==> config.mk <==
export PLATFORM = sky130hd
export DESIGN_NAME = burst_col_seq
export DESIGN_NICKNAME = d
export VERILOG_FILES = /design/src/rtl/burst_seq_pkg.sv /design/src/rtl/burst_cfg_dec.sv /design/src/rtl/burst_beat_gen.sv /design/src/rtl/burst_col_seq.sv
export SDC_FILE = /design/constraint.sdc
export NUM_CORES = 1
export LEC_CHECK = 0
export BUFFER_PORTS_ARGS = -buffer_cell sky130_fd_sc_hd__buf_2
export CAP_MARGIN = 30
export CELL_PAD_IN_SITES_DETAIL_PLACEMENT = 0
export CELL_PAD_IN_SITES_GLOBAL_PLACEMENT = 2
export CORE_UTILIZATION = 36
export CTS_BUF_LIST = sky130_fd_sc_hd__clkbuf_16
export DETAILED_ROUTE_END_ITERATION = 8
export PLACE_DENSITY_LB_ADDON = 0.1
export SETUP_SLACK_MARGIN = 0.15
export SLEW_MARGIN = 20
export SYNTH_ARGS = -nofsm -noshare
export SYNTH_HDL_FRONTEND = slang
export SYNTH_SLANG_ARGS = --single-unit
==> constraint.sdc <==
create_clock -name clk -period 3.1 [get_ports clk]
set_input_delay 0.155 -clock clk [delete_from_list [all_inputs] [get_ports clk]]
set_output_delay 0.155 -clock clk [all_outputs]
set_load 0.01 [all_outputs]
==> src/rtl/burst_seq_pkg.sv <==
package burst_seq_pkg;

    localparam int COL_W     = 9;                 // column address width
    localparam int LEN_W     = 3;                 // length code width
    localparam int MAX_LOG   = 3;                 // longest fixed burst = 2**MAX_LOG
    localparam int NUM_FIXED = MAX_LOG + 1;       // codes 0..MAX_LOG are fixed lengths
    localparam logic [LEN_W-1:0] LEN_CONT = LEN_W'(NUM_FIXED);

    typedef logic [COL_W-1:0] col_t;

    typedef struct packed {
        col_t base;      // starting column
        col_t mask;      // low bits that move within the burst
        logic cont;      // continuous (no end)
        logic intlv;     // XOR ordering
    } burst_cfg_t;

    typedef struct packed {
        col_t col;
        logic last;
    } beat_t;

    function automatic col_t beat_col(input burst_cfg_t cfg, input col_t idx);
        col_t moving;
        moving = cfg.intlv ? (cfg.base ^ idx) : (cfg.base + idx);
        return (cfg.base & ~cfg.mask) | (moving & cfg.mask);
    endfunction

endpackage

==> src/rtl/burst_cfg_dec.sv <==
module burst_cfg_dec
    import burst_seq_pkg::*;
(
    input  col_t              start_col,
    input  logic [LEN_W-1:0]  len_sel,
    input  logic              intlv,
    output burst_cfg_t        cfg,
    output logic              bad
);

    always_comb begin
        cfg.base  = start_col;
        cfg.intlv = intlv;
        cfg.cont  = 1'b0;
        cfg.mask  = '0;
        bad       = 1'b0;
        if (int'(len_sel) < NUM_FIXED) begin
            cfg.mask = ~({COL_W{1'b1}} << len_sel);
        end else if (len_sel == LEN_CONT) begin
            cfg.cont = 1'b1;
            cfg.mask = '1;
            bad      = intlv;
        end else begin
            bad = 1'b1;
        end
    end

endmodule

==> src/rtl/burst_beat_gen.sv <==
module burst_beat_gen
    import burst_seq_pkg::*;
(
    input  burst_cfg_t cfg,
    input  col_t       idx,
    output beat_t      beat
);

    always_comb begin
        beat.col  = beat_col(cfg, idx);
        beat.last = !cfg.cont && (idx == cfg.mask);
    end

endmodule

==> src/rtl/burst_col_seq.sv <==
module burst_col_seq
    import burst_seq_pkg::*;
(
    input  logic              clk,
    input  logic              rst,
    input  logic              start,
    input  logic [COL_W-1:0]  start_col,
    input  logic [LEN_W-1:0]  len_sel,
    input  logic              intlv,
    input  logic              stop,
    output logic [COL_W-1:0]  col_out,
    output logic              col_valid,
    output logic              col_last,
    output logic              cfg_err
);

    burst_cfg_t new_cfg, cur_cfg, sel_cfg;
    logic       new_bad;
    col_t       cnt, sel_idx;
    logic       active;
    beat_t      nxt;

    burst_cfg_dec u_dec (
        .start_col (start_col),
        .len_sel   (len_sel),
        .intlv     (intlv),
        .cfg       (new_cfg),
        .bad       (new_bad)
    );

    always_comb begin
        sel_cfg = start ? new_cfg : cur_cfg;
        sel_idx = start ? '0 : cnt;
    end

    burst_beat_gen u_gen (
        .cfg  (sel_cfg),
        .idx  (sel_idx),
        .beat (nxt)
    );

    always_ff @(posedge clk) begin
        if (rst) begin
            cur_cfg   <= '0;
            cnt       <= '0;
            active    <= 1'b0;
            col_out   <= '0;
            col_valid <= 1'b0;
            col_last  <= 1'b0;
            cfg_err   <= 1'b0;
        end else begin
            cfg_err <= start && new_bad;
            if (start && new_bad) begin
                active    <= 1'b0;
                col_valid <= 1'b0;
                col_last  <= 1'b0;
            end else if (start) begin
                cur_cfg   <= new_cfg;
                cnt       <= col_t'(1);
                col_out   <= nxt.col;
                col_valid <= 1'b1;
                col_last  <= nxt.last;
                active    <= !nxt.last;
            end else if (stop || !active) begin
                active    <= 1'b0;
                col_valid <= 1'b0;
                col_last  <= 1'b0;
            end else begin
                cnt       <= cnt + col_t'(1);
                col_out   <= nxt.col;
                col_valid <= 1'b1;
                col_last  <= nxt.last;
                active    <= !nxt.last;
            end
        end
    end

endmodule

### Word-level counts from Yosys, hierarchy flattened

Cells that the tools add are included.

| operators by class | value |
|---|---|
| $add $sub $neg | 2 |
| magnitude comparators | 1 |
| equal/unequal tests | 3 |
| shift operators | 1 |
| muxes and demuxes | 18 |
| bitwise gates (word level) | 7 |
| reduce and logical (&&, ||, !) cells | 8 |

Operators with widths:

| kind | number |
|---|---|
| $mux W9 | 7 |
| $mux W20 | 1 |
| $and A9 B9 Y9 | 2 |
| $not A9 Y9 | 2 |
| $mux W10 | 1 |
| $add A9 B1 Y9 const B | 1 |
| $add A9 B9 Y9 | 1 |
| $eq A9 B9 Y1 | 1 |
| $mux W1 | 9 |
| $or A9 B9 Y9 | 1 |
| $shl A9 B3 Y9 const A | 1 |
| $xor A9 B9 Y9 | 1 |
| $eq A3 B3 Y1 const B | 1 |
| $logic_not A1 Y1 | 3 |
| $lt A3 B3 Y1 const B | 1 |
| $logic_and A1 B1 Y1 | 2 |
| $ne A2 B2 Y1 const B | 1 |
| $reduce_and A2 Y1 | 1 |
| $reduce_or A2 Y1 | 1 |
| $logic_or A1 B1 Y1 | 1 |
| $not A1 Y1 | 1 |

| word-level totals | value |
|---|---|
| bits in registers | 42 |
| input bits | 17 |
| output and inout port bits | 12 |
| word-level logic and storage cells | 50 |

### Depth between registers and ports, before layout

Gate-level depths: netlist of run 1.

| logic depth | value |
|---|---|
| word-level depth | 10 |
| mapped depth | 14 |
| depth with buffers taken out | 11 |

### Modules after synthesis

From an unflattened synthesis of run 1, not the netlist that was laid out.

| second synthesis, totals | value |
|---|---|
| cells, all modules | 333 |
| area total of the unflattened synthesis | 2738.9 um^2 |

By module, submodules not included:

| module | times used | cells an instance | area an instance (um^2) | seq. area each (um^2) |
|---|---|---|---|---|
| burst_col_seq | 1 | 225 | 1963.1 | 840.8 |
| burst_beat_gen | 1 | 82 | 600.6 | 0.0 |
| burst_cfg_dec | 1 | 26 | 175.2 | 0.0 |

### Worst setup path after synthesis of run 1

No wires, ideal clock.

| path | value |
|---|---|
| path kind | input to register |
| start point | input port start |
| end point | register col_out[8] |
| library setup time | 0.117 ns |
| arrival | 2.543 ns |
| required time | 2.983 ns |
| path slack | 0.440 ns |
| stages on the path | 14 |
| path buffers | 4 |
| cell sequence | buf_6 buf_4 buf_2 clkbuf_1 nor2_1 ha_1 inv_1 fa_1 nor2b_1 o31a_2 a21oi_1 o311ai_0 mux2i_1 nand2_1 |

| on the way | value |
|---|---|
| cells in the longest elaborated chain, start to end | 7 |
| elaborated cells on any way between the ends | 15 |
| classes of those cells | 1 x add/sub; 1 x eq/ne; 5 x mux; 6 x bitwise; 2 x reduce/logical |

Ends and longest elaborated chain:

| what | RTL line | RTL |
|---|---|---|
| start: declaration | burst_col_seq.sv:6 | `input logic start,` |
| $mux W20 / $mux W9 (equally long branches) | - |  |
| $add A9 B9 Y9 / $xor A9 B9 Y9 (equally long branches) | burst_seq_pkg.sv:25 | `moving = cfg.intlv ? (cfg.base ^ idx) : (cfg.base + idx);` |
| $mux W9 | burst_seq_pkg.sv:25 |  |
| $and A9 B9 Y9 | burst_seq_pkg.sv:26 | `return (cfg.base & ~cfg.mask) \| (moving & cfg.mask);` |
| $or A9 B9 Y9 | burst_seq_pkg.sv:26 |  |
| $mux W9 | burst_col_seq.sv:64 | `end else if (stop \|\| !active) begin` |
| $mux W9 | burst_col_seq.sv:57 | `end else if (start) begin` |
| end signal: assignment | burst_col_seq.sv:60 | `col_out <= nxt.col;` |
| end signal: assignment | burst_col_seq.sv:70 | `col_out <= nxt.col;` |
| end: declaration | burst_col_seq.sv:11 | `output logic [COL_W-1:0] col_out,` |

Several ways; a longest one is shown, not always the timed one. The select of a mux whose other input is x is not followed.
A chain may end at the register's enable or synchronous reset.

### Worst setup path in the final report of run 1

| path | value |
|---|---|
| start point | register cnt[0] |
| end point | register col_out[8] |

| on the way | value |
|---|---|
| cells in the longest elaborated chain, start to end | 7 |

Ends and longest elaborated chain:

| what | RTL line | RTL |
|---|---|---|
| start: declaration | burst_col_seq.sv:19 | `col_t cnt, sel_idx;` |
| start signal: assignment | burst_col_seq.sv:59 | `cnt <= col_t'(1);` |
| start signal: assignment | burst_col_seq.sv:69 | `cnt <= cnt + col_t'(1);` |
| $mux W9 (*) | burst_col_seq.sv:33 | `sel_idx = start ? '0 : cnt;` |
| $add A9 B9 Y9 (*) | burst_seq_pkg.sv:25 |  |
| $mux W9 (*) | burst_seq_pkg.sv:25 |  |
| $and A9 B9 Y9 (*) | burst_seq_pkg.sv:26 |  |
| $or A9 B9 Y9 (*) | burst_seq_pkg.sv:26 |  |
| $mux W9 | burst_col_seq.sv:64 |  |
| $mux W9 (*) | burst_col_seq.sv:57 |  |

Mark *: on every way between the ends. The rest lies on a longest branch, timed or not. The select of a mux whose other input is x is not followed.

==> summary.md, run 1 <==
| Metric | Value |
|---|---|
| Ys flop type | dfxtp_1 |
| Fmax achieved | roughly 390 MHz |
| Share of cells above drive strength 1 | 0.182 |
| Initial Utilization | 0.377 |
| # H-tree levels | 2 |
| ANT nets after route | 0 |
| Leading area contributor after synthesis | dfxtp_1 |
| Placer Congestion | roughly 0.8 |
| Layout area overhead | 13.0% |
| Mean Syn Cell Area | between 8 and 9 sq um |
| CP Class | reg -> reg |
| Int Pwr | around 0.94 mW |
| Post-DR vias/cell | around 5.1 |
| Wire per inst | about 16 um |
| Gate power share | 0.162 |
| Met2 Use GR | 0.309 |
| Post-synth ARST share | 0 |
| Final wirelength | 6690 um |
| M1 GR Usage | 0.270 |
| Worst hold start | start_col[8] |
| Period minus WS final | 2.60 ns |
| Core Area | between 6000 and 7000 sq um |
| 1st-pass router iterations | 4 |
| Root buffer cell | clkbuf_16 |
| Overflow after GRT | 0 |
| GRT Max-Usage Layer | met2 |
| Net Count, Synth | 324 |
| Startpoint types | register |
| CTS tree | yes |
| Reg-to-Reg Start | cnt[0] |
| Hold Path Class | in -> reg |
| Power per cell area | about 450 nW/um^2 |
| Clock skew | ~0.0037 ns |
| Placed cell count | just over 400 |
| Number of synthesized register bits | between 40 and 50 |
| Final Max Slew Viols | 0 |
| Post-synth EDFFs | 0 |
| Netlist Area Pre-Place | about 2600 sq um |
| Dpl hpwl | just under 5000 um |
| CP endpoint kind | register |
| Hold path cells | 3 |
| Die extent in x | around 87 um |
| Arrival time worst endpoint | approximately 2.8 ns |
| Reg2Reg Depth | 11 |
| Status | finished clean |
| Largest net degree at the start of global routing | 26 |
| Worst-Margin Slew | just under 0.7 ns |
| Net load switching power | about 0.35 mW |
| Nets | 351 |
| Initial antenna violation count | 0 |
| Leak | approximately 1.2 nW |
| Worst VDD drop | a little over 0.2 mV |
| Final Cycle Share | 0.837 |
| Post_cts resized | 0 |
| Sequential area share after synthesis | 0.327 |
| # diodes | 0 |
| Layout Cells excl Fill | 420 |
| Rows | 30 |
| Final setup fails | 0 |
| R2R setup slack | between 0.5 and 0.6 ns |
| Via count | 2153 |
| Slew HR | 0.532 |
| Vias in the first global route | 2074 |
| Yosys Warn Count | 0 |
| Post-Synthesis Cells | between 200 and 300 |
| Iter 0 DRT Violations | slightly below 80 |
| Clk slew on worst S/H paths | about 0.06 ns |
| Synth cell types | 55 |
| RR Endpoint | col_out[8] |
| Main area contributors after synthesis | dfxtp_1 33%, mux2i_1 5.8%, nor2_1 5.3% |
| I/O pin cnt | 29 |
| CTS sink cnt | 42 |
| Tightest hold margin | between 0.1 and 0.15 ns |
| Die area | 7490 sq um |
| First-pass GRT wire length | approximately 11000 um |
| Critical Path RT | ~3.3 ns |
| Setup TNS | 0 ns |
| Hold-fix buffers, CTS | 0 |
| Crit path max fanout | 4 |
| Global Route Usage Sum | 0.194 |
| Max cap viols | 0 |
| IO Port Bufs | 28 |
| CTS Buffer Depth | 2 |
| DRC | 0 |
| Clock Power Share | 0.390 |
| Top cell type's share of synthesized area | 0.327 |
| Hold Path Sink | cur_cfg[19] |
| Die height | 86.6 um |
| Met3 usage | 0.0343 |
| Sw Share | 0.272 |
| Hold Fails Final Rpt | 0 |
| Flop pwr share | 0.448 |
| Clock latency on the worst-skew pair | 0.28 ns |
| Post-CTS Setup Inserts | 0 |
| CTS buffer count | 5 |
| RSZ-0062 raised after global routing | false |
critical path, cell delays in order (launching register included):
cell      delay (ns)
dfxtp_1         0.40
inv_1           0.11
nor2_1          0.17
ha_1            0.23
inv_1           0.07
fa_1            0.38
nor2b_1         0.17
o31a_2          0.19
a21oi_1         0.07
o311ai_0        0.42
mux2i_1         0.23
nand2_1         0.06
worst max-delay path by stage:
stage	startpoint	endpoint	slack (ns)	cells past startpoint
after floorplan	start	col_out[8]	0.44	14
after global placement	start	col_out[8]	0.41	11
after detailed placement	start	col_out[8]	0.37	11
after CTS	cnt[0]	col_out[8]	0.48	11
after global routing	cnt[0]	col_out[8]	0.21	11
final	cnt[0]	col_out[8]	0.50	11
layer usage:
metal | routed length (um) | part of all wire
met1 | 3390 | 0.51
met2 | 3030 | 0.45
met3 | 203 | 0.030
met4 | 64 | 0.0096
met5 | 0 | 0
stage by stage:
step / setup slack, ns / power (mW) / utilization / instance area, sq um
after global routing: 0.207 / 1.37 / 0.426 / 2910
after CTS: 0.475 / 1.32 / 0.426 / 2910
after floorplan: 0.440 / 0.745 / - / 2570
final: 0.504 / 1.30 / 0.426 / 2910
after detailed placement: 0.368 / 0.804 / 0.406 / 2770
after global placement: 0.407 / 0.804 / 0.406 / 2770
synthesized netlist by cell type, drive strengths merged (2+ instances only):
cell and n:
and3 5, nand3b 7, o21ai 16, or3 2, nor4 2, o21bai 2
nand3 4, dfxtp 42, a2111oi 2, o221ai 2, nand4 5, or2 3
a21oi 16, xor2 10, nor3 2, buf 10, a311oi 2, nor2b 9
nor2 38, clkbuf 4, a31oi 3, o211ai 2, mux2i 16, a211oi 10
xnor2 8, inv 14, ha 10, nand2 22, o21a 4, mux2 6
nand2b 4, nor3b 2
sequential cells by signal (all words and copies together) (netlist names):
name	cells
active	1
cfg_err	1
cnt	9
col_last	1
col_out	9
col_valid	1
cur_cfg	20
area by class of cell:
cell class	count	area (sq um)
Clock buffer	5	125
Clock inverter	3	12.5
Fill cell	735	3920
Inverter	14	52.6
Multi-Input combinational cell	225	1570
Sequential cell	42	841
Tap cell	96	120
Timing Repair Buffer	35	193
power by group through the flow:
stage / sequential, mW / combinational, mW / clock [mW]
after detailed placement: 0.593 / 0.211 / 0
final: 0.582 / 0.210 / 0.507
after floorplan: 0.594 / 0.150 / 0
after CTS: 0.581 / 0.212 / 0.531
after global placement: 0.593 / 0.211 / 0
after global routing: 0.584 / 0.233 / 0.556
cells by family after synthesis:
group	count (synthesis)	share of synthesized area
AND/OR/NAND/NOR	106	0.211
multiplexers	22	0.0933
buffers and inverters	29	0.0651
XOR/XNOR	18	0.0613
AO/OA/AOI/OAI	68	0.186
flip-flops	42	0.327
adder cells (fa/ha/maj)	11	0.0564
placed cells by master, fill, tap and decap left out, drive strengths merged, types with 5 or more instances in the layout:
cell,n
dfxtp,42
nor2,38
buf,35
nand2,22
a21oi,16
mux2i,16
o21ai,16
inv,15
xor2,10
ha,10
a211oi,10
nor2b,9
xnor2,8
nand3b,7
mux2,6
and3,5
nand4,5
clkbuf,5
Power figures use the tool's default switching activity.
==> inputs of run 2 (changes only) <==
--- a/config.mk
+++ b/config.mk
@@ -5,11 +5,12 @@
 export SDC_FILE = /design/constraint.sdc
 export NUM_CORES = 1
 export LEC_CHECK = 0
+export ABC_AREA = 1
 export BUFFER_PORTS_ARGS = -buffer_cell sky130_fd_sc_hd__buf_2
 export CAP_MARGIN = 30
 export CELL_PAD_IN_SITES_DETAIL_PLACEMENT = 0
 export CELL_PAD_IN_SITES_GLOBAL_PLACEMENT = 2
-export CORE_UTILIZATION = 36
+export CORE_UTILIZATION = 32
 export CTS_BUF_LIST = sky130_fd_sc_hd__clkbuf_16
 export DETAILED_ROUTE_END_ITERATION = 8
 export PLACE_DENSITY_LB_ADDON = 0.1
==> constraint.sdc (replaced) <==
create_clock -name clk -period 2.6 [get_ports clk]
set_input_delay 0.13 -clock clk [delete_from_list [all_inputs] [get_ports clk]]
set_output_delay 0.13 -clock clk [all_outputs]
set_load 0.01 [all_outputs]
==> run 2 against run 1 <==
Compared with the run above: cell count is 19% higher; area after synthesis is 5.2% lower; first-iteration DRC count is 26% higher; sequential power is 20% higher; worst setup slack worse by 0.069 ns.
==> summary.md, run 2 <==
| Metric | Value |
|---|---|
| Largest net degree at the start of global routing | 21 (was 26) |
| Sequential area share after synthesis | 0.345 (was 0.327) |
| Initial antenna violation count | 0 (unchanged) |
| Arrival time worst endpoint | 2.35 ns (was 2.77 ns) |
| Top cell type's share of synthesized area | 0.345 (was 0.327) |
| CP Class | reg -> reg (unchanged) |
| Hold-fix buffers, CTS | 0 (unchanged) |
| ANT nets after route | 0 (unchanged) |
| Synth cell types | 26 (was 55) |
| CP Cell Sequence | inv_1 > o21ai_1 > ha_2 > inv_1 > fa_1 > inv_1 > nand3_1 > nand2_1 > nand3_1 > nand3_1 > nand3_1 > nand2_1 > nand3_1 > nand2_1 > inv_1 (was inv_1 > nor2_1 > ha_1 > inv_1 > fa_1 > nor2b_1 > o31a_2 > a21oi_1 > o311ai_0 > mux2i_1 > nand2_1) |
| Die extent in x | 89.3 um (was 86.6 um) |
| Placer Congestion | 0.804 (was 0.777) |
| Main area contributors after synthesis | dfxtp_1 34%, nand2_1 13%, inv_1 9.5% (was dfxtp_1 33%, mux2i_1 5.8%, nor2_1 5.3%) |
| # diodes | 0 (unchanged) |
| Root buffer cell | clkbuf_16 (unchanged) |
| Power per cell area | 578 nW/um^2 (was 446 nW/um^2) |
| Dpl hpwl | 5310 um (was 4930 um) |
| Most frequent cells after synthesis | 82 x nand2_1, 62 x inv_1, 42 x dfxtp_1, 42 x o21ai_0, 28 x a21oi_1 (was 42 x dfxtp_1, 36 x nor2_1, 22 x nand2_1, 16 x a21oi_1) |
| Wire per inst | 14.2 um (was 15.9 um) |
| Critical Path RT | 2.79 ns (was 3.28 ns) |
| Nets | 427 (was 351) |
| Vias in the first global route | 2214 (was 2074) |
| Leak | 1.33 nW (was 1.24 nW) |
| Biggest register | cur_cfg (unchanged) |
| Final setup fails | 0 (unchanged) |
| Crit path max fanout | 3 (was 4) |
| Share of cells above drive strength 1 | 0.148 (was 0.182) |
| Most frequent cells in the layout | 82 x nand2_1, 62 x inv_1, 42 x dfxtp_1 (was 42 x dfxtp_1, 36 x nor2_1, 28 x buf_2) |
| Count leader, synth | nand2_1 (was dfxtp_1) |
| Final instance area | 2870 sq um (was 2910 sq um) |
| Tightest hold margin | 0.110 ns (was 0.119 ns) |
| Slew HR | 0.491 (was 0.532) |
| Clock latency on the worst-skew pair | 0.28 ns (about the same) |
| Via count | 2353 (was 2153) |
| Gate power share | 0.157 (was 0.162) |
| Post-synth ARST share | 0 (unchanged) |
| RSZ-0062 raised after global routing | false (unchanged) |
| Die area | 7980 sq um (was 7490 sq um) |
| DP Area | 2710 sq um (was 2770 sq um) |
| DRC | 0 (unchanged) |
| Commonest non-fill, non-tap cell in the layout | nand2_1 (was dfxtp_1) |
| Int Pwr | 1.22 mW (was 0.945 mW) |
| Rows | 31 (was 30) |
| Clock Power Share | 0.424 (was 0.390) |
| Flop pwr share | 0.419 (was 0.448) |
| Die height | 89.3 um (was 86.6 um) |
| Post-DR vias/cell | 4.72 (was 5.13) |
| Fill cell count | 820 (was 735) |
| 1st-pass router iterations | 4 (unchanged) |
| Worst VDD drop | 0.232 mV (was 0.207 mV) |
| Hold Path Class | in -> reg (unchanged) |
| CTS buffer count | 5 (unchanged) |
| Max cap viols | 0 (unchanged) |
| Net load switching power | 0.445 mW (was 0.353 mW) |
| Crit-path slowest cell | fa_1 (was o311ai_0) |
| Hold path cells | 2 (was 3) |
| Global Route Usage Sum | 0.193 (was 0.194) |
| Max incr delay on CP | 0.35 ns (was 0.42 ns) |
| Overflow after GRT | 0 (unchanged) |
| Post-Synthesis Cells | 368 (was 296) |
| Final core occ | 0.392 (was 0.426) |
| Setup TNS | 0 ns (unchanged) |
| Leading area contributor after synthesis | dfxtp_1 (unchanged) |
| CTS Buffer Depth | 2 (unchanged) |
| First-pass GRT wire length | 11400 um (was 10900 um) |
| Netlist Area Pre-Place | 2440 sq um (was 2570 sq um) |
| Reg2Reg Depth | 15 (was 11) |
| # H-tree levels | 2 (unchanged) |
| Iter 0 DRT Violations | 98 (was 78) |
| Yosys Warn Count | 0 (unchanged) |
| Worst-Margin Slew | 0.762 ns (was 0.685 ns) |
| Layout area overhead | 17.8% (was 13.0%) |
| Status | finished clean (unchanged) |
| Post-synth EDFFs | 0 (unchanged) |
| I/O pin cnt | 29 (unchanged) |
| Max FFs per register | 20 (unchanged) |
| Final wirelength | 7050 um (was 6690 um) |
| Core Area | 7330 sq um (was 6830 sq um) |
| Hold Fails Final Rpt | 0 (unchanged) |
| Clock skew | 0.00598 ns (was 0.00372 ns) |
| Final Cycle Share | 0.832 (was 0.837) |
| Fmax achieved | 462 MHz (was 385 MHz) |
| Final Max Slew Viols | 0 (unchanged) |
| Ys flop type | dfxtp_1 (unchanged) |
| CTS tree | yes (unchanged) |
| Number of synthesized register bits | 42 (unchanged) |
| IO Port Bufs | 28 (unchanged) |
| Initial Utilization | 0.333 (was 0.377) |
| Sw Share | 0.268 (was 0.272) |
| Clk slew on worst S/H paths | 0.06 ns (about the same) |
| Net Count, Synth | 396 (was 324) |
| CTS sink cnt | 42 (unchanged) |
| Period minus WS final | 2.16 ns (was 2.60 ns) |
| Largest regs | cur_cfg: 20 flops, cnt: 9 flops, col_out: 9 flops (unchanged) |
| Startpoint types | register (unchanged) |
| CP endpoint kind | register (unchanged) |
| Mean Syn Cell Area | 6.63 sq um (was 8.69 sq um) |
| Most Frequent Cell on Critical Path | nand3_1 (was inv_1) |
## run 2: layout make-up
class / instances / area [sq um] / share of cell area
clock buffers: 5 / 125 / 0.0435
flip-flops and latches: 42 / 841 / 0.293
repair buffers: 35 / 205 / 0.0714
well taps: 99 / 124 / 0.0431
multi-input cells: 252 / 1310 / 0.455
clock inverters: 2 / 33.8 / 0.0118
inverters: 63 / 236 / 0.0823
## run 2: what timing repair did
action                     4_1_cts  5_1_grt
setup endpoints to repair        0        2
buffers inserted                 0        0
hold endpoints to repair         0        0
resized for setup                0        4
## run 2: path summary, 6_finish.rpt
kind	from	to	slack, ns
max	cur_cfg[11]	col_out[8]	0.44
min	rst	col_out[6]	0.11
max reg2reg	cur_cfg[11]	col_out[8]	0.44
min reg2reg	cur_cfg[19]	cur_cfg[19]	0.46
## run 2: logic make-up after synthesis
family / synth area share
and+or+nand+nor: 0.265
xor gates and xnor gates: 0.00718
adders and majority gates: 0.0595
DFF: 0.345
buffers and inverters: 0.123
AOI/OAI and AO/OA: 0.201
## run 2: per-stage QoR
stage,power [mW],setup slack [ns],cells
global placement,0.975,0.271,491
global route,1.74,0.177,498
finish,1.66,0.436,498
detailed placement,0.971,0.297,491
CTS,1.68,0.318,498
floorplan,0.878,0.585,368
## run 2: worst max-delay path, delay by kind of cell (launching register included)
| kind | cells | cell delay [ns] |
|---|---|---|
| AND/OR/NAND/NOR | 8 | 0.73 |
| adder cells (fa/ha/maj) | 2 | 0.62 |
| flip-flops | 1 | 0.31 |
| buffers and inverters | 4 | 0.21 |
| AO/OA/AOI/OAI | 1 | 0.21 |
## run 2: power by group through the flow
stage / logic, mW / registers [mW] / clock network, mW
final: 0.261 / 0.696 / 0.705
after CTS: 0.263 / 0.696 / 0.723
after detailed placement: 0.261 / 0.710 / 0
after floorplan: 0.162 / 0.716 / 0
after global routing: 0.297 / 0.700 / 0.746
after global placement: 0.265 / 0.710 / 0
## run 2: metal layers
metal  vias up  global-route usage  share of wire
li1       1256                   -              -
met1      1041               0.269           0.51
met4         0              0.0390         0.0060
met3         5              0.0342          0.038
met2        51               0.312           0.45
met5         -                   0              0
==> inputs of run 3 (changes only) <==
--- a/config.mk
+++ b/config.mk
@@ -10,7 +10,7 @@
 export CAP_MARGIN = 30
 export CELL_PAD_IN_SITES_DETAIL_PLACEMENT = 0
 export CELL_PAD_IN_SITES_GLOBAL_PLACEMENT = 2
-export CORE_UTILIZATION = 32
+export CORE_UTILIZATION = 29
 export CTS_BUF_LIST = sky130_fd_sc_hd__clkbuf_16
 export DETAILED_ROUTE_END_ITERATION = 8
 export PLACE_DENSITY_LB_ADDON = 0.1
==> constraint.sdc (replaced) <==
create_clock -name clk -period 1.9 [get_ports clk]
set_input_delay 0.095 -clock clk [delete_from_list [all_inputs] [get_ports clk]]
set_output_delay 0.095 -clock clk [all_outputs]
set_load 0.01 [all_outputs]
==> run 3 against run 2 <==
Compared with the run above: via count up 6.8%; clock-buffer cell count unchanged; global-route usage about the same; total power is 38% higher; design area is 18% higher; die area rose by 10%; combinational power rose by 83%; critical path type unchanged; highest routed layer unchanged.
==> summary.md, run 3 (synthesized netlist as in run 2, its figures left out) <==
| Metric | Value |
|---|---|
| Die extent in x | 93.7 um (was 89.3 um) |
| Power per cell area | 673 nW/um^2 (was 578 nW/um^2) |
| Commonest non-fill, non-tap cell in the layout | nand2_1 (unchanged) |
| Worst-Margin Slew | 0.544 ns (was 0.762 ns) |
| Rows | 33 (was 31) |
| 1st-pass router iterations | 4 (unchanged) |
| Post-DR vias/cell | 4.60 (was 4.72) |
| # diodes | 0 (unchanged) |
| CTS buffer count | 5 (unchanged) |
| Clk slew on worst S/H paths | 0.06 ns (about the same) |
| Root buffer cell | clkbuf_16 (unchanged) |
| Final Power | 2.29 mW (was 1.66 mW) |
| Via count | 2512 (was 2353) |
| Final instance area | 3400 sq um (was 2870 sq um) |
| Final Max Slew Viols | 0 (unchanged) |
| Hold Path Class | in -> reg (unchanged) |
| CP endpoint kind | register (unchanged) |
| Core Area | 8180 sq um (was 7330 sq um) |
| Iter 0 DRT Violations | 102 (was 98) |
| Hold Fails Final Rpt | 0 (unchanged) |
| Status | finished clean (unchanged) |
| CP Class | reg -> reg (unchanged) |
| Overflow after GRT | 0 (unchanged) |
| First-pass GRT wire length | 12700 um (was 11400 um) |
| CTS Buffer Depth | 2 (unchanged) |
| RSZ-0062 raised after global routing | true (was false) |
| Wire per inst | 14.5 um (was 14.2 um) |
| Placer Congestion | 0.803 (was 0.804) |
| I/O pin cnt | 29 (unchanged) |
| Hold-fix buffers, CTS | 0 (unchanged) |
| Clock latency on the worst-skew pair | 0.28 ns (about the same) |
| Max FFs per register | 20 (unchanged) |
| Initial Utilization | 0.298 (was 0.333) |
| Slew HR | 0.637 (was 0.491) |
| Fmax achieved | 532 MHz (was 462 MHz) |
| Dpl hpwl | 5980 um (was 5310 um) |
| Critical Path RT | 2.08 ns (was 2.79 ns) |
| Met3 usage | 0.0316 (was 0.0342) |
| Layout area overhead | 39.3% (was 17.8%) |
| Leak | 1.53 nW (was 1.33 nW) |
| Largest net degree at the start of global routing | 20 (was 21) |
| CTS sink cnt | 42 (unchanged) |
| DRC | 0 (unchanged) |
| M1 GR Usage | 0.255 (was 0.269) |
| Arrival time worst endpoint | 2.06 ns (was 2.35 ns) |
| CTS tree | yes (unchanged) |
| Most frequent cells in the layout | 77 x nand2_1, 51 x inv_1, 46 x buf_4 (was 82 x nand2_1, 62 x inv_1, 42 x dfxtp_1) |
| Crit path max fanout | 3 (unchanged) |
| Max cap viols | 0 (unchanged) |
| Nets | 468 (was 427) |
| Die area | 8780 sq um (was 7980 sq um) |
| Final setup fails | 0 (unchanged) |
| DP Area | 3040 sq um (was 2710 sq um) |
| Startpoint types | register (unchanged) |
| Final wirelength | 7900 um (was 7050 um) |
| Initial antenna violation count | 0 (unchanged) |
| Biggest register | cur_cfg (unchanged) |
| Share of cells above drive strength 1 | 0.347 (was 0.148) |
| GRT Max-Usage Layer | met2 (unchanged) |
| Met2 Use GR | 0.328 (was 0.312) |
| Clock skew | 0.00401 ns (was 0.00598 ns) |
| ANT nets after route | 0 (unchanged) |
| Period minus WS final | 1.88 ns (was 2.16 ns) |
| Final Cycle Share | 0.990 (was 0.832) |
| Global Route Usage Sum | 0.193 (about the same) |
| Die height | 93.7 um (was 89.3 um) |
| IO Port Bufs | 28 (unchanged) |
| Largest regs | cur_cfg: 20 flops, cnt: 9 flops, col_out: 9 flops (unchanged) |
| Vias in the first global route | 2497 (was 2214) |
| # H-tree levels | 2 (unchanged) |
| Worst VDD drop | 0.391 mV (was 0.232 mV) |
==> run 3: stage by stage <==
step           utilization  hold WS (ns)  worst slack (ns)  instances  TNS [ns]
3_3_place_gp         0.372         0.377           -0.0924        531    -0.175
5_1_grt              0.416        0.0841            -0.168        546    -0.288
6_report             0.416        0.0619            0.0188        546         0
3_5_place_dp         0.372         0.374           -0.0965        531    -0.234
2_1_floorplan            -         0.164             0.117        368         0
4_1_cts              0.394        0.0747           -0.0264        541   -0.0264
==> run 3: path summary, 6_finish.rpt <==
check             slack, ns        start          to  cells after the start
setup reg to reg       0.02  cur_cfg[11]  col_out[6]                     13
hold reg to reg        0.47   cur_cfg[1]  cur_cfg[1]                      2
setup / recovery       0.02  cur_cfg[11]  col_out[6]                     13
hold / removal         0.06          rst  col_out[6]                      2
==> run 3: area by class of cell <==
cell class              count  area (sq um)
clock buffers               5           125
clock inverters             3          16.3
fillers                   893          4780
inverters                  63           236
multi-input cells         252          1530
flip-flops and latches     42           847
well taps                 105           131
repair buffers             76           508
==> run 3: per-layer routing <==
| layer | up-vias | wire [um] | share of wire |
|---|---|---|---|
| li1 | 1335 | - | - |
| met1 | 1134 | 3780 | 0.48 |
| met2 | 39 | 3720 | 0.47 |
| met3 | 4 | 331 | 0.042 |
| met4 | 0 | 70 | 0.0089 |
| met5 | - | 0 | 0 |
==> run 3: worst max-delay path, stage by stage, from the launching register on <==
cell      delay, ns
dfxtp_2        0.32
inv_2          0.04
o21ai_4        0.15
ha_4           0.17
inv_2          0.04
fa_2           0.34
inv_2          0.07
nand3_2        0.07
nand2_4        0.08
nand3b_1       0.11
o211ai_1       0.11
nand3_1        0.11
nand2_1        0.09
a21oi_2        0.05
==> run 3: repair_timing <==
| action | CTS | global route |
|---|---|---|
| pin swaps | 8 | 16 |
| gates resized for setup | 12 | 41 |
| setup endpoints to repair | 6 | 10 |
| buffers inserted | 2 | 5 |
==> run 3: where the power goes <==
group          internal [mW]  switching [mW]  leakage [nW]
registers              0.931          0.0234         0.346
clock network          0.481           0.372        0.0672
logic                  0.202           0.276          1.12
